[src/rtl/utb_pkg.sv]
package utb_pkg;

    localparam int ADDR_W  = 24;
    localparam int IO_W    = 16;
    localparam int NUM_CMD = 4;
    localparam int NUM_DEV = 5;

    typedef enum logic [1:0] {
        CMD_IOR  = 2'd0,
        CMD_IOW  = 2'd1,
        CMD_MEMR = 2'd2,
        CMD_MEMW = 2'd3
    } cmd_e;

    // one-hot device positions, shared with the enable vector
    localparam int DEV_FDC_PRI = 0;
    localparam int DEV_FDC_SEC = 1;
    localparam int DEV_KBC     = 2;
    localparam int DEV_RTC     = 3;
    localparam int DEV_BIOS    = 4;

    localparam logic [IO_W-1:0]   FDC_PRI_BASE = 16'h03F0;
    localparam logic [IO_W-1:0]   FDC_SEC_BASE = 16'h0370;
    localparam logic [IO_W-1:0]   KBC_DATA     = 16'h0060;
    localparam logic [IO_W-1:0]   KBC_CTRL     = 16'h0064;
    localparam logic [IO_W-1:0]   RTC_INDEX    = 16'h0070;
    localparam logic [IO_W-1:0]   RTC_DATA     = 16'h0071;
    localparam logic [ADDR_W-1:0] BIOS_BASE    = 24'h0E0000;
    localparam int                BIOS_LSB     = 17;
    localparam logic [2:0]        IDE_PORT_LO  = 3'h7;

    typedef struct packed {
        logic dir;
        logic oe;
    } xcvr_ctl_t;

    localparam xcvr_ctl_t CTL_IDLE = '{dir: 1'b0, oe: 1'b0};

    function automatic logic cmd_is_io(input cmd_e c);
        return (c == CMD_IOR) || (c == CMD_IOW);
    endfunction

    function automatic logic fdc_window(input logic [IO_W-1:0] a,
                                        input logic [IO_W-1:0] base);
        return a[IO_W-1:3] == base[IO_W-1:3];
    endfunction

    function automatic logic [NUM_DEV-1:0] decode_io(input logic [ADDR_W-1:0] a);
        logic [NUM_DEV-1:0] hit;
        logic [IO_W-1:0]    p;
        p   = a[IO_W-1:0];
        hit = '0;
        if (a[ADDR_W-1:IO_W] == '0) begin
            hit[DEV_FDC_PRI] = fdc_window(p, FDC_PRI_BASE);
            hit[DEV_FDC_SEC] = fdc_window(p, FDC_SEC_BASE);
            hit[DEV_KBC]     = (p == KBC_DATA) || (p == KBC_CTRL);
            hit[DEV_RTC]     = (p == RTC_INDEX) || (p == RTC_DATA);
        end
        return hit;
    endfunction

    function automatic logic [NUM_DEV-1:0] decode_mem(input logic [ADDR_W-1:0] a);
        logic [NUM_DEV-1:0] hit;
        hit = '0;
        hit[DEV_BIOS] = (a[ADDR_W-1:BIOS_LSB] == BIOS_BASE[ADDR_W-1:BIOS_LSB]);
        return hit;
    endfunction

endpackage

[src/rtl/utb_sync.sv]
module utb_sync #(
    parameter int W = 4
) (
    input  logic         clk,
    input  logic         rst,
    input  logic [W-1:0] async_n,
    output logic [W-1:0] fall,
    output logic [W-1:0] rise
);
    // per bit: two metastability flops then one history flop
    for (genvar i = 0; i < W; i++) begin : g_bit
        logic meta_q, sync_q, hist_q;
        always_ff @(posedge clk) begin
            if (rst) begin
                meta_q <= 1'b1;
                sync_q <= 1'b1;
                hist_q <= 1'b1;
            end else begin
                meta_q <= async_n[i];
                sync_q <= meta_q;
                hist_q <= sync_q;
            end
        end
        assign fall[i] = hist_q & ~sync_q;
        assign rise[i] = ~hist_q & sync_q;
    end
endmodule

[src/rtl/utb_decode.sv]
module utb_decode
    import utb_pkg::*;
(
    input  cmd_e                cmd,
    input  logic [ADDR_W-1:0]   addr,
    input  logic [NUM_DEV-1:0]  cs_en,
    input  logic                dskchg_low,
    input  logic                ide_en,
    output xcvr_ctl_t           ctl
);
    logic [NUM_DEV-1:0] hit;
    logic               is_io;
    logic               fdc_hit;
    logic               ide_port_blk;
    logic               dsk_blk;
    logic               enabled;

    always_comb begin
        is_io        = cmd_is_io(cmd);
        hit          = is_io ? decode_io(addr) : decode_mem(addr);
        enabled      = |(hit & cs_en);
        fdc_hit      = hit[DEV_FDC_PRI] | hit[DEV_FDC_SEC];
        dsk_blk      = fdc_hit & dskchg_low;
        ide_port_blk = (cmd == CMD_IOR) & fdc_hit
                     & (addr[2:0] == IDE_PORT_LO) & ~ide_en;

        ctl.oe  = enabled & ~dsk_blk & ~ide_port_blk;
        ctl.dir = (cmd == CMD_IOR)
                | ((cmd == CMD_MEMR) & hit[DEV_BIOS] & cs_en[DEV_BIOS]);
    end
endmodule

[src/rtl/utb_cmd_track.sv]
module utb_cmd_track
    import utb_pkg::*;
(
    input  logic               clk,
    input  logic               rst,
    input  logic [NUM_CMD-1:0] fall,
    input  logic [NUM_CMD-1:0] rise,
    input  xcvr_ctl_t          dec_ctl,
    output cmd_e               sel_cmd,
    output xcvr_ctl_t          ctl
);
    typedef enum logic {TRK_IDLE, TRK_BUSY} trk_e;

    trk_e      state_q;
    cmd_e      cur_q;
    xcvr_ctl_t ctl_q;

    // lowest index wins when several strobes fall together
    always_comb begin
        sel_cmd = CMD_IOR;
        for (int i = NUM_CMD - 1; i >= 0; i--) begin
            if (fall[i]) sel_cmd = cmd_e'(i[1:0]);
        end
    end

    always_ff @(posedge clk) begin
        if (rst) begin
            state_q <= TRK_IDLE;
            cur_q   <= CMD_IOR;
            ctl_q   <= CTL_IDLE;
        end else begin
            case (state_q)
                TRK_IDLE: if (|fall) begin
                    state_q <= TRK_BUSY;
                    cur_q   <= sel_cmd;
                    ctl_q   <= dec_ctl;
                end
                TRK_BUSY: if (rise[cur_q]) begin
                    state_q <= TRK_IDLE;
                    ctl_q   <= CTL_IDLE;
                end
                default: state_q <= TRK_IDLE;
            endcase
        end
    end

    assign ctl = ctl_q;
endmodule

[src/rtl/utb_dma_track.sv]
module utb_dma_track
    import utb_pkg::*;
#(
    parameter int               NUM_DMA   = 4,
    parameter logic [NUM_DMA-1:0] UTIL_MASK = 4'b0100,
    parameter int               FDC_CH    = 2
) (
    input  logic               clk,
    input  logic               rst,
    input  logic [NUM_DMA-1:0] fall,
    input  logic [NUM_DMA-1:0] rise,
    input  logic               dma_from_util,
    input  logic               dor_ign_dack2,
    output xcvr_ctl_t          ctl
);
    logic [NUM_DMA-1:0] dir_q;
    logic [NUM_DMA-1:0] oe_q;

    for (genvar c = 0; c < NUM_DMA; c++) begin : g_ch
        localparam logic IS_FDC = (c == FDC_CH);
        always_ff @(posedge clk) begin
            if (rst) begin
                dir_q[c] <= 1'b0;
                oe_q[c]  <= 1'b0;
            end else if (rise[c]) begin
                dir_q[c] <= 1'b0;
                oe_q[c]  <= 1'b0;
            end else if (fall[c]) begin
                dir_q[c] <= UTIL_MASK[c] & dma_from_util;
                oe_q[c]  <= IS_FDC & ~dor_ign_dack2;
            end
        end
    end

    assign ctl.dir = |dir_q;
    assign ctl.oe  = |oe_q;
endmodule

[src/rtl/utb_xcvr_ctrl.sv]
module utb_xcvr_ctrl
    import utb_pkg::*;
#(
    parameter int                 NUM_DMA   = 4,
    parameter logic [NUM_DMA-1:0] UTIL_MASK = 4'b0100,
    parameter int                 FDC_CH    = 2
) (
    input  logic                clk,
    input  logic                rst,
    input  logic                ior_n,
    input  logic                iow_n,
    input  logic                memr_n,
    input  logic                memw_n,
    input  logic [NUM_DMA-1:0]  dack_n,
    input  logic                dma_from_util,
    input  logic [ADDR_W-1:0]   addr,
    input  logic [NUM_DEV-1:0]  cs_en,
    input  logic                dor_ign_dack2,
    input  logic                ide_en,
    input  logic                dskchg,
    output logic                xcvr_dir,
    output logic                xcvr_oe_n
);
    logic [NUM_CMD-1:0] cmd_n;
    logic [NUM_CMD-1:0] cmd_fall, cmd_rise;
    logic [NUM_DMA-1:0] ack_fall, ack_rise;
    logic               dskchg_low_q;
    cmd_e               sel_cmd;
    xcvr_ctl_t          dec_ctl, cmd_ctl, dma_ctl;

    // bit order follows cmd_e
    assign cmd_n = {memw_n, memr_n, iow_n, ior_n};

    // last reset cycle's value is the one kept
    always_ff @(posedge clk) begin
        if (rst) dskchg_low_q <= ~dskchg;
    end

    utb_sync #(.W(NUM_CMD)) u_cmd_sync (
        .clk(clk), .rst(rst), .async_n(cmd_n),
        .fall(cmd_fall), .rise(cmd_rise)
    );

    utb_sync #(.W(NUM_DMA)) u_ack_sync (
        .clk(clk), .rst(rst), .async_n(dack_n),
        .fall(ack_fall), .rise(ack_rise)
    );

    utb_decode u_decode (
        .cmd(sel_cmd), .addr(addr), .cs_en(cs_en),
        .dskchg_low(dskchg_low_q), .ide_en(ide_en), .ctl(dec_ctl)
    );

    utb_cmd_track u_cmd_track (
        .clk(clk), .rst(rst), .fall(cmd_fall), .rise(cmd_rise),
        .dec_ctl(dec_ctl), .sel_cmd(sel_cmd), .ctl(cmd_ctl)
    );

    utb_dma_track #(
        .NUM_DMA(NUM_DMA), .UTIL_MASK(UTIL_MASK), .FDC_CH(FDC_CH)
    ) u_dma_track (
        .clk(clk), .rst(rst), .fall(ack_fall), .rise(ack_rise),
        .dma_from_util(dma_from_util), .dor_ign_dack2(dor_ign_dack2),
        .ctl(dma_ctl)
    );

    assign xcvr_dir  = cmd_ctl.dir | dma_ctl.dir;
    assign xcvr_oe_n = ~(cmd_ctl.oe | dma_ctl.oe);
endmodule

[config.mk]
export PLATFORM = sky130hd
export DESIGN_NAME = utb_xcvr_ctrl
export DESIGN_NICKNAME = d
export VERILOG_FILES = /design/src/rtl/utb_pkg.sv /design/src/rtl/utb_sync.sv /design/src/rtl/utb_decode.sv /design/src/rtl/utb_cmd_track.sv /design/src/rtl/utb_dma_track.sv /design/src/rtl/utb_xcvr_ctrl.sv
export SDC_FILE = /design/constraint.sdc
export NUM_CORES = 1
export LEC_CHECK = 0
export BUFFER_PORTS_ARGS = -buffer_cell sky130_fd_sc_hd__buf_4
export CAP_MARGIN = 10
export CORE_AREA = 2 2 50 52
export CTS_CLUSTER_SIZE = 24
export DETAILED_ROUTE_END_ITERATION = 6
export DIE_AREA = 0 0 52 54
export PLACE_DENSITY = 0.88
export SLEW_MARGIN = 10
export SYNTH_ARGS = -nofsm -noshare
export SYNTH_HDL_FRONTEND = slang
export SYNTH_SLANG_ARGS = --single-unit
export TNS_END_PERCENT = 50
[constraint.sdc]
create_clock -name clk -period 3.1 [get_ports clk]
set_clock_uncertainty 0.15 [all_clocks]
set_input_delay 0.155 -clock clk [delete_from_list [all_inputs] [get_ports clk]]
set_output_delay 0.155 -clock clk [all_outputs]
set_load 0.05 [all_outputs]
# After elaboration in Yosys (flattened, before gate mapping)

Index checks and enable logic that the tools add are counted.

$lt $le $gt $ge: 1
Multiply operators: 0
Add/subtract/negate cells: 0
Divide/modulo/power cells: 0
Reductions and logical operators: 10
Shift-type cells: 0
Bitwise gates (word level): 40
Muxes and demuxes: 14
Equality and inequality tests: 12

Operators with widths:

| kind                                                  | count |
|---|---|
| equality test 16 x 7 -> 1 bit, second input constant  | 4 |
| equality test 13 x 7 -> 1 bit, second input constant  | 2 |
| AND 1 bit                                             | 18 |
| inverter 1 bit                                        | 17 |
| two-way mux 2 bit                                     | 6 |
| zero test 8 bit                                       | 1 |
| equality test 7 x 3 -> 1 bit, second input constant   | 1 |
| AND 5 bit                                             | 1 |
| two-way mux 5 bit                                     | 1 |
| OR reduction 5 bit                                    | 1 |
| two-way mux 4 bit                                     | 1 |
| bitwise OR 1 bit                                      | 4 |
| case mux 2 bit (2 select lines)                       | 1 |
| AND reduction 2 bit                                   | 2 |
| OR reduction 4 bit                                    | 1 |
| equality test 3 bit, second input constant            | 1 |
| logical OR 1 bit                                      | 3 |
| < comparator 2 x 3 -> 1 bit, second input constant    | 1 |
| two-way mux 1 bit                                     | 3 |
| binary-select mux 1 bit (select 2 bit)                | 1 |
| equality test 2 x 1 -> 1 bit, second input constant   | 1 |
| equality test 2 bit, second input constant            | 1 |
| zero test 2 bit                                       | 1 |
| inequality test 2 x 1 -> 1 bit, second input constant | 1 |
| other kinds (3)                                       | 3 |

Memories: 0
RAM bits: 0
Bits in latches: 0
Flip-flop bits (word level): 23
Output and inout bits: 2
Bits in read-only memories: 0
Bits of input ports: 43

# Logic depth before layout (Yosys ltp)

Gate-level depths: netlist (run 1).

Word-level depth: 17
Depth in mapped cells: 5
Depth with buffers taken out: 5

# By module

A second synthesis (run 1) with hierarchy kept.

Cell total of the unflattened synthesis: 129
Area, all modules: 1,320.0 um^2

Modules (own cells, without submodules):

| module        | area each (um^2) | seq. area each (um^2) | instances | cells each |
|---|---|---|---|---|
| utb_sync      | 376.6            | 240.2                 | 2         | 33 |
| utb_cmd_track | 281.5            | 100.1                 | 1         | 31 |
| utb_decode    | 162.7            | 0.0                   | 1         | 22 |
| utb_dma_track | 78.8             | 40.0                  | 1         | 6 |
| utb_xcvr_ctrl | 43.8             | 30.0                  | 1         | 4 |

# Worst setup path after synthesis (run 1)

Ideal clock, no wire load.

Path type: input to register
Start: input addr[21]
End: register u_cmd_track.ctl_q (netlist bit u_cmd_track.ctl[1])
Arrival time: 1.425 ns
Data required time: 2.883 ns
Path buffers: 0
Setup slack: 1.458 ns
Stages on the path: 4
Cell sequence: or4_4 -> or3_1 -> a211o_1 -> a21oi_2

Cells in the longest elaborated chain, start to end: 7

Ends and longest elaborated chain:

| what                            | RTL line            | source |
|---|---|---|
| start, declared                 | utb_xcvr_ctrl.sv:16 | `input logic [ADDR_W-1:0] addr,` |
| equality test 7 x 3 -> 1 bit    | utb_pkg.sv:65       | `hit[DEV_BIOS] = (a[ADDR_W-1:BIOS_LSB] == BIOS_BASE[ADDR_W-1:BIOS_LSB]);` |
| two-way mux 5 bit               | utb_decode.sv:20    | `hit = is_io ? decode_io(addr) : decode_mem(addr);` |
| AND 1 bit (2 in a row)          | utb_decode.sv:29    | `\| ((cmd == CMD_MEMR) & hit[DEV_BIOS] & cs_en[DEV_BIOS]);` |
| bitwise OR 1 bit                | utb_decode.sv:29    |  |
| two-way mux 2 bit               | utb_cmd_track.sv:33 | `TRK_IDLE: if (\|fall) begin` |
| case mux 2 bit (2 select lines) | utb_cmd_track.sv:32 | `case (state_q)` |
| end signal, assigned            | utb_cmd_track.sv:36 | `ctl_q <= dec_ctl;` |
| end, declared                   | utb_cmd_track.sv:16 | `xcvr_ctl_t ctl_q;` |

Every way passes these cells. The select of a mux whose other input is x is not followed.
A chain may end at the register's enable or synchronous reset.

# Final worst setup path (run 1)

Start: register u_cmd_sync.g_bit[1].sync_q
End: register u_cmd_track.ctl_q (netlist bit u_cmd_track.ctl[0])

Cells in the longest elaborated chain, start to end: 15
Elaborated cells between the ends (all ways): 28
Classes of those cells: eq/ne: 3; mux: 7; bitwise: 13; reduce/logical: 5

Ends and longest elaborated chain:

| what                                                                   | RTL line                        | source |
|---|---|---|
| start, declared                                                        | utb_sync.sv:12                  | `logic meta_q, sync_q, hist_q;` |
| start signal, assigned                                                 | utb_sync.sv:20                  | `sync_q <= meta_q;` |
| inverter 1 bit                                                         | utb_sync.sv:24                  | `assign fall[i] = hist_q & ~sync_q;` |
| AND 1 bit                                                              | utb_sync.sv:24                  |  |
| two-way mux 2 bit (2 in a row)                                         | utb_cmd_track.sv:22             | `if (fall[i]) sel_cmd = cmd_e'(i[1:0]);` |
| equality test 2 x 1 -> 1 bit / zero test 2 bit (equally long branches) | utb_pkg.sv:40, utb_decode.sv:24 |  |
| logical OR 1 bit                                                       | utb_pkg.sv:40                   | `return (c == CMD_IOR) \|\| (c == CMD_IOW);` |
| two-way mux 5 bit                                                      | utb_decode.sv:20                |  |
| bitwise OR 1 bit                                                       | utb_decode.sv:22                | `fdc_hit = hit[DEV_FDC_PRI] \| hit[DEV_FDC_SEC];` |
| AND 1 bit                                                              | utb_decode.sv:24                | `ide_port_blk = (cmd == CMD_IOR) & fdc_hit` |
| AND 1 bit (2 in a row)                                                 | utb_decode.sv:25                | `& (addr[2:0] == IDE_PORT_LO) & ~ide_en;` |
| inverter 1 bit                                                         | utb_decode.sv:27                | `ctl.oe = enabled & ~dsk_blk & ~ide_port_blk;` |
| AND 1 bit                                                              | utb_decode.sv:27                |  |
| two-way mux 2 bit                                                      | utb_cmd_track.sv:33             |  |
| case mux 2 bit (2 select lines)                                        | utb_cmd_track.sv:32             |  |

Several ways; a longest one is shown, not always the timed one. The select of a mux whose other input is x is not followed.

==> reports/qor.yml, run 1 <==
status:
  outcome: "finished clean"
worst_setup_path:
  path_class: "flop to flop"
  end_kind: "flop"
  reg2reg_depth: 5
  start_kind: "flop"
  path_max_fanout: 6
  r2r_end: "u_cmd_track.ctl[0]"
  worstReg2RegStart: "u_cmd_sync.g_bit[1].sync_q"
  reg2reg_slack_ps: 1340
  cp_data_required_time_ps: 3180
  arrival_ps: 1840
sta:
  period_minus_slack_ps: 1760
  setup_ws_ps: 1340
  totalNegativeSetupSlack_ps: 0
  drv_slew: 0
  final.period_utilization: 0.569
  tightest_slew_ps: 449
  maxSlewHeadroom: 0.700
  whs_ps: 211
  hold_viol_final: 0
  setup_viol: 0
  rsz0062_at_grt: "no"
  max_freq_mhz: 567
placement:
  dp_slack_ps: 1270
  place_congestion: 0.914
  portBuffers: 41
  dp_hpwl_um: 1620
  dp_cells: 176
power_and_ir_drop:
  power.total_uw: 558
  p_leak_uw: 0.000622
  pwr_density_cell_nw_per_um2: 383
  max-vdd-ir-drop_uv: 354
yosys:
  avgSynthCellArea_um2: 9.26
  ys_top_cells_by_count: "dfxtp_1, or2_2, nor2_1"
  synth_most_common_cell: "dfxtp_1"
  ys.flop_type: "dfxtp_1"
  yosysWarnings: 0
  synth_nets: 150
  synth_area_leader_cell: "dfxtp_1"
  synthArstFlopShare: 0
  synth_top_area_share: 0.444
  yosysSeqAreaShare: 0.475
  synth_area_um2: 991
  ys_types: 38
  synth_edf_count: 1
  synthCells: 107
  synth-seq-cells: 23
  synth_area_leaders: "dfxtp_1, or2_2, edfxtp_1, nor2_1, nand2_1"
finish:
  nFillCells: 159
  area_delta_synth_final_pct: 47.1
  n_antenna_cell: 0
  final_net_count: 204
  drive_above_1_share: 0.419
  stdcell_count: 190
cts:
  cts.sinks: 23
  clk_pin_slew_worst_paths_ps: 120
  cts-root-buf: "clkbuf_4"
  cts_resized: 0
  tritoncts: "built"
  h-tree-depth: 1
  cts-hold-fix-buffers: 10
  clockBufferDepth: 2
  numCtsBuffers: 3
  clk_latency_ps: 300
  post_cts_buffers: 0
routing:
  first_pass_iters: 4
  ant_nets: 0
  drc_errors: 0
  drtIter0Drc: 14
  via_count: 947
  detail_route.vias_per_cell: 4.98
  avgRoutedWirePerCell_um: 11.5
  routed_wirelength_um: 2180
global_route:
  grt_usage: 0.153
  first_global_vias: 883
  grt_max_degree: 24
  antenna_found_initial: 0
  grt_pass1_wl_um: 3240
  grt_overflow: 0
worst_hold_path:
  holdPathStages: 5
  hp-class: "input port to flop"
  hold_start: "addr[22]"
  min_to: "u_cmd_track.ctl[1]"
floorplan:
  io_pins: 45
  start_util: 0.427
  num_rows: 18
  dieArea_um2: 2810
  fp.coreArea_um2: 2320
  die_h_um: 54
  dieWidth_um: 52
job:
  maxCapViolations: 0
-- metrics by stage --
step | util | cell area, um^2
6_report | 0.628 | 1460
5_1_grt | 0.628 | 1460
4_1_cts | 0.628 | 1460
3_5_place_dp | 0.573 | 1330
3_3_place_gp | 0.573 | 1330
2_1_floorplan | - | 991
-- power breakdown --
group          switching [uW]  internal, uW
Combinational            40.1          63.2
Sequential               8.70           311
Clock                    84.4          49.9
Total                     133           424
-- how the worst max path moves through the flow --
stage	endpoint	start	depth (start not counted)
5_1_grt	u_cmd_track.ctl[0]	u_cmd_sync.g_bit[0].hist_q	5
6_report	u_cmd_track.ctl[0]	u_cmd_sync.g_bit[1].sync_q	5
3_3_place_gp	u_cmd_track.ctl[0]	addr[21]	5
2_1_floorplan	u_cmd_track.ctl[1]	addr[21]	4
3_5_place_dp	u_cmd_track.ctl[0]	addr[21]	5
4_1_cts	u_cmd_track.ctl[0]	u_cmd_sync.g_bit[0].hist_q	5
-- cell families (layout without fill, tap and decap cells) --
group	count (synthesis)	after routing	share of synthesized area
DFF	23	23	0.475
xor gates and xnor gates	1	1	0.00884
muxes	2	2	0.0215
buffers and inverters	5	58	0.0189
and+or+nand+nor	58	58	0.332
AOI/OAI and AO/OA	18	18	0.144
-- per-layer routing --
layer	global-route usage	up-vias	wire length, um
li1	-	486	-
met1	0.150	422	830
met2	0.312	39	1120
met3	0.0361	0	226
met4	0.0482	0	0
met5	0	-	0
-- placed cells by master (no fill, tap or decap), drive strengths merged, types with 2 or more instances in the layout --
master / n
nor4: 2
o21ai: 2
buf: 41
nand3: 4
or4: 2
nand2: 7
clkbuf: 3
a21oi: 4
nor3b: 2
or2: 16
nor2b: 4
dlygate4sd3: 10
nand2b: 4
inv: 4
dfxtp: 22
nor2: 8
nor3: 4
-- registers in the layout (all words and copies together), names as in the netlist --
register,flops
u_cmd_track.state_q,1
u_ack_sync.g_bit.meta_q,1
u_cmd_track.ctl,2
u_ack_sync.g_bit.sync_q,1
u_dma_track.oe_q,1
u_ack_sync.g_bit.hist_q,1
u_cmd_sync.g_bit.hist_q,4
u_cmd_sync.g_bit.meta_q,4
u_cmd_track.cur_q,2
u_cmd_sync.g_bit.sync_q,4
dskchg_low_q,1
u_dma_track.dir_q,1
-- worst max-delay path, cell delays in order (launching register included) --
cell	delay, ps
dfxtp_1	360
nand2b_1	140
nor2b_1	410
a2111oi_2	160
a31o_2	270
o31ai_2	200
-- layout make-up --
| cell class | instances | area, um^2 | area share |
|---|---|---|---|
| multi-input cells | 79 | 502 | 0.344 |
| repair buffers | 51 | 408 | 0.280 |
| clock inverters | 1 | 6.26 | 0.00429 |
| well taps | 30 | 37.5 | 0.0258 |
| clock buffers | 3 | 22.5 | 0.0155 |
| flip-flops and latches | 23 | 470 | 0.323 |
| inverters | 3 | 11.3 | 0.00773 |
No activity file was read; power rests on OpenSTA's default activity.
==> run 2: changes to the inputs <==
--- a/config.mk
+++ b/config.mk
@@ -7,11 +7,11 @@
 export LEC_CHECK = 0
 export BUFFER_PORTS_ARGS = -buffer_cell sky130_fd_sc_hd__buf_4
 export CAP_MARGIN = 10
-export CORE_AREA = 2 2 50 52
+export CORE_AREA = 2 2 53 55
 export CTS_CLUSTER_SIZE = 24
 export DETAILED_ROUTE_END_ITERATION = 6
-export DIE_AREA = 0 0 52 54
-export PLACE_DENSITY = 0.88
+export DIE_AREA = 0 0 55 57
+export PLACE_DENSITY = 0.83
 export SLEW_MARGIN = 10
 export SYNTH_ARGS = -nofsm -noshare
 export SYNTH_HDL_FRONTEND = slang
==> constraint.sdc (replaced) <==
create_clock -name clk -period 1.6 [get_ports clk]
set_clock_uncertainty 0.15 [all_clocks]
set_input_delay 0.08 -clock clk [delete_from_list [all_inputs] [get_ports clk]]
set_output_delay 0.08 -clock clk [all_outputs]
set_load 0.05 [all_outputs]
==> reports/qor.yml, run 2 (synthesized netlist as in run 1, its figures left out) <==
placement:
  place_congestion: 0.802
  placed_cell_area_um2: 1370
  portBuffers: 41
  dp_hpwl_um: 1690
floorplan:
  num_rows: 19
  dieWidth_um: 55
  dieArea_um2: 3140
  die_h_um: 57
  start_util: 0.379
  fp.coreArea_um2: 2620
  io_pins: 45
power_and_ir_drop:
  netSwitchingPower_uw: 277
  max-vdd-ir-drop_uv: 575
  seqPwrFrac: 0.560
  comb_power_share: 0.206
  power_switching_share: 0.248
  clock_power_share: 0.234
  p_leak_uw: 0.000690
  intPower_uw: 839
  pwr_density_cell_nw_per_um2: 703
global_route:
  met2_usage: 0.338
  gr-usage-met1: 0.169
  grt_pass1_wl_um: 3820
  antenna_found_initial: 0
  grt_max_degree: 14
  top_usage_layer: "met2"
  grt_use_met3: 0.0314
  grt_usage: 0.167
  first_global_vias: 937
  grt_overflow: 0
sta:
  tightest_slew_ps: 377
  rsz0062_at_grt: "yes"
  hold_viol_final: 0
  whs_ps: 149
  final.period_utilization: 0.989
  max_freq_mhz: 632
  setup_viol: 0
  maxSlewHeadroom: 0.748
  period_minus_slack_ps: 1580
  drv_slew: 0
worst_setup_path:
  start_kind: "flop"
  crit_slowest_cell: "a2111oi_4"
  path_class: "flop to flop"
  worstReg2RegStart: "u_cmd_sync.g_bit[1].sync_q"
  r2r_end: "u_cmd_track.ctl[0]"
  end_kind: "flop"
  reg2reg_slack_ps: 20
  worstPathCellList: "nand2b_4, nor2b_4, a2111oi_4, a22oi_2, o31ai_2"
  arrival_ps: 1660
  cp_data_required_time_ps: 1680
  cp_slowest_stage_delay_ps: 410
  reg2reg_depth: 5
  path_max_fanout: 4
cts:
  numCtsBuffers: 3
  clockBufferDepth: 2
  tritoncts: "built"
  cts-root-buf: "clkbuf_4"
  clk_pin_slew_worst_paths_ps: 130
  clk_latency_ps: 300
  post_cts_buffers: 0
  h-tree-depth: 1
  cts.sinks: 23
finish:
  drive_above_1_share: 0.512
  nFillCells: 214
  multi_input_area_um2: 554
  seq_area_um2: 479
  stdcell_area_um2: 1590
  final_cell_mix: "buf_4, or2_2, dfxtp_1"
  n_antenna_cell: 0
  largestRegisters: "u_cmd_sync.g_bit.hist_q (4), u_cmd_sync.g_bit.meta_q (4), u_cmd_sync.g_bit.sync_q (4)"
  area_delta_synth_final_pct: 60.1
  layout_commonest_cell: "buf_4"
  final_net_count: 212
routing:
  first_pass_iters: 4
  via_count: 1004
  ant_nets: 0
  detail_route.vias_per_cell: 5.05
  avgRoutedWirePerCell_um: 13.5
  drc_errors: 0
  drtIter0Drc: 17
  routed_wirelength_um: 2690
worst_hold_path:
  holdPathStages: 5
  hold_start: "addr[17]"
  min_to: "u_cmd_track.ctl[1]"
  hp-class: "input port to flop"
job:
  maxCapViolations: 0
status:
  outcome: "finished clean"
==> run 2: changes by cell type in the layout (fill, tap and decap cells not counted), sizes merged <==
cell,before,now
buf,41,46
clkinv,0,1
dlygate4sd3,10,13
inv,4,3
==> run 2: worst max path at each step <==
stage / from / endpoint
after CTS: u_cmd_sync.g_bit[2].hist_q / u_cmd_track.ctl[1]
after floorplan: addr[21] / u_cmd_track.ctl[1]
final: u_cmd_sync.g_bit[1].sync_q / u_cmd_track.ctl[0]
after global routing: u_cmd_sync.g_bit[1].sync_q / u_cmd_track.ctl[0]
after global placement: addr[21] / u_cmd_track.ctl[1]
after detailed placement: addr[21] / u_cmd_track.ctl[0]
==> run 2: cell type report <==
type                       instances  area share
inverter                           3     0.00710
clock buffer                       3      0.0142
sequential                        23       0.302
tap                               31      0.0244
multi-input combinational         79       0.349
clock inverter                     1     0.00315
timing repair buffer              59       0.300
==> run 2: timing repair <==
| item | in CTS | in global routing |
|---|---|---|
| hold buffers | 13 | 0 |
| pin swaps | 0 | 2 |
| endpoints found under the hold margin | 15 | 0 |
| gates cloned | 0 | 0 |
| resized for setup | 6 | 11 |
| setup endpoints to repair | 3 | 3 |
==> run 2: power groups by stage <==
stage / combinational (uW) / sequential, uW / clock (uW)
global placement: 186 / 633 / 0
floorplan: 88.9 / 628 / 0
CTS: 223 / 621 / 262
finish: 230 / 625 / 261
detailed placement: 193 / 634 / 0
global route: 247 / 628 / 290
==> run 2: worst max-delay path, delay by kind of cell (launching register included) <==
kind,cells,cell delay (ps)
flip-flops,1,340
AND/OR/NAND/NOR,2,290
AO/OA/AOI/OAI,3,740
==> run 2: routing by layer <==
metal / wire (um) / share of wire
met1: 1090 / 0.41
met2: 1370 / 0.51
met3: 223 / 0.083
met4: 7 / 0.0026
met5: 0 / 0
==> run 2: through the flow <==
step / utilization / power [uW] / setup slack, ps / instances / TNS, ps
floorplan: - / 717 / 33.3 / 107 / 0
global placement: 0.523 / 819 / -100 / 182 / -174
detailed placement: 0.523 / 826 / -134 / 182 / -260
CTS: 0.593 / 1110 / 0.995 / 199 / 0
global route: 0.607 / 1160 / -50.1 / 199 / -84.5
finish: 0.607 / 1120 / 17.3 / 199 / 0
==> run 3: changes to the inputs <==
--- a/config.mk
+++ b/config.mk
@@ -12,6 +12,7 @@
 export DETAILED_ROUTE_END_ITERATION = 6
 export DIE_AREA = 0 0 55 57
 export PLACE_DENSITY = 0.83
+export REMOVE_ABC_BUFFERS = 1
 export SLEW_MARGIN = 10
 export SYNTH_ARGS = -nofsm -noshare
 export SYNTH_HDL_FRONTEND = slang
==> reports/qor.yml, run 3 (synthesized netlist as in run 1, its figures left out) <==
status:
  outcome: "finished clean"
worst_hold_path:
  holdPathStages: 5
  hold_start: "addr[22]"
  hp-class: "input port to flop"
  min_to: "u_cmd_track.ctl[0]"
floorplan:
  start_util: 0.379
  die_h_um: 57
  fp.coreArea_um2: 2620
  num_rows: 19
  io_pins: 45
  dieWidth_um: 55
  dieArea_um2: 3140
worst_setup_path:
  r2r_end: "u_cmd_track.ctl[0]"
  start_kind: "flop"
  path_max_fanout: 2
  worstReg2RegStart: "u_cmd_sync.g_bit[1].sync_q"
  cp_data_required_time_ps: 1690
  end_kind: "flop"
  worstPathCellList: "buf_4, buf_4, a311o_1, a31oi_2, nand3_1, o31ai_2"
  arrival_ps: 1640
  crit_slowest_cell: "a311o_1"
  reg2reg_slack_ps: 50
  crit_path_frequent_cell: "buf_4"
  path_class: "flop to flop"
  cp_slowest_stage_delay_ps: 370
  reg2reg_depth: 6
placement:
  portBuffers: 41
  place_congestion: 0.762
  dp_hpwl_um: 1730
  dp_cells: 183
  placed_cell_area_um2: 1380
  dp_slack_ps: -133
sta:
  max_freq_mhz: 644
  rsz0062_at_grt: "yes"
  drv_slew: 0
  setup_ws_ps: 48.1
  hold_viol_final: 0
  setup_viol: 0
  maxSlewHeadroom: 0.660
  totalNegativeSetupSlack_ps: 0
  final.period_utilization: 0.970
  tightest_slew_ps: 508
  period_minus_slack_ps: 1550
global_route:
  grt_overflow: 0
  grt_max_degree: 17
  antenna_found_initial: 0
  grt_pass1_wl_um: 4050
  grt_usage: 0.175
  first_global_vias: 1015
power_and_ir_drop:
  pwr_density_cell_nw_per_um2: 679
  power_switching_share: 0.244
  netSwitchingPower_uw: 275
  clock_power_share: 0.233
  seqPwrFrac: 0.552
  max-vdd-ir-drop_uv: 704
  comb_power_share: 0.216
  intPower_uw: 855
  power.total_uw: 1130
  p_leak_uw: 0.000725
cts:
  clk_pin_slew_worst_paths_ps: 120
  clk_latency_ps: 310
  h-tree-depth: 1
  cts-root-buf: "clkbuf_4"
  numCtsBuffers: 3
  tritoncts: "built"
  clockBufferDepth: 2
  cts.sinks: 23
finish:
  area_delta_synth_final_pct: 67.9
  final_net_count: 218
  drive_above_1_share: 0.523
  final_cell_mix: "buf_4, dfxtp_1, or2_2"
  n_antenna_cell: 0
  layout_commonest_cell: "buf_4"
  stdcell_count: 205
  largestRegisters: "u_cmd_sync.g_bit.hist_q (4), u_cmd_sync.g_bit.meta_q (4), u_cmd_sync.g_bit.sync_q (4)"
  stdcell_area_um2: 1660
routing:
  drc_errors: 0
  ant_nets: 0
  drtIter0Drc: 6
  routed_wirelength_um: 2530
  avgRoutedWirePerCell_um: 12.3
  first_pass_iters: 3
  detail_route.vias_per_cell: 4.98
  via_count: 1021
job:
  maxCapViolations: 0
run 3: cell types whose count changed in the layout (fill, tap and decap cells not counted), sizes merged:
cell         before  now
buf              46   50
clkbuf            3    4
clkinv            1    0
dlygate4sd3      13   15
run 3: layer usage:
layer	routed length (um)	GRT usage
met1	988	0.173
met2	1430	0.354
met5	0	0
met4	14	0.0314
met3	94	0.0340
run 3: worst max-delay path, delay by kind of cell (launching register included):
kind            cells  cell delay (ps)
compound gates      3              650
buf+inv             2              240
simple gates        1              110
flops               1              340
run 3: metrics by stage:
step / util / hold WS (ps)
CTS: 0.610 / 136
finish: 0.636 / 113
global placement: 0.526 / 114
global route: 0.636 / 120
floorplan: - / -7.56
detailed placement: 0.526 / 116
run 3: worst max-delay path by stage:
stage | from | to | slack (ps)
2_1_floorplan | addr[21] | u_cmd_track.ctl[1] | 30
4_1_cts | u_cmd_sync.g_bit[1].sync_q | u_cmd_track.ctl[0] | 0.03
5_1_grt | u_cmd_sync.g_bit[3].hist_q | u_cmd_track.ctl[1] | -2
3_3_place_gp | addr[21] | u_cmd_track.ctl[1] | -100
6_report | u_cmd_sync.g_bit[1].sync_q | u_cmd_track.ctl[0] | 50
3_5_place_dp | addr[21] | u_cmd_track.ctl[1] | -130
run 3: timing repair:
action                                 in CTS  in global routing
gates resized for setup                     7                 15
setup endpoints to repair                   2                  3
cloned                                      0                  0
endpoints found under the hold margin      22                  0
setup buffers                               3                  1
hold buffers                               15                  0
pin swaps                                   3                  4
run 3: cell type report:
class | instances | area [um^2]
Inverter | 3 | 11.3
Tap cell | 31 | 38.8
Clock buffer | 4 | 26.3
Timing Repair Buffer | 65 | 526
Sequential cell | 23 | 479
Multi-Input combinational cell | 79 | 583
Fill cell | 228 | 951
run 3: power by group through the flow:
stage	Clock (uW)	Combinational [uW]	Sequential, uW
floorplan	0	84.1	628
global placement	0	187	632
detailed placement	0	192	633
CTS	268	232	621
global route	294	265	627
finish	263	244	623
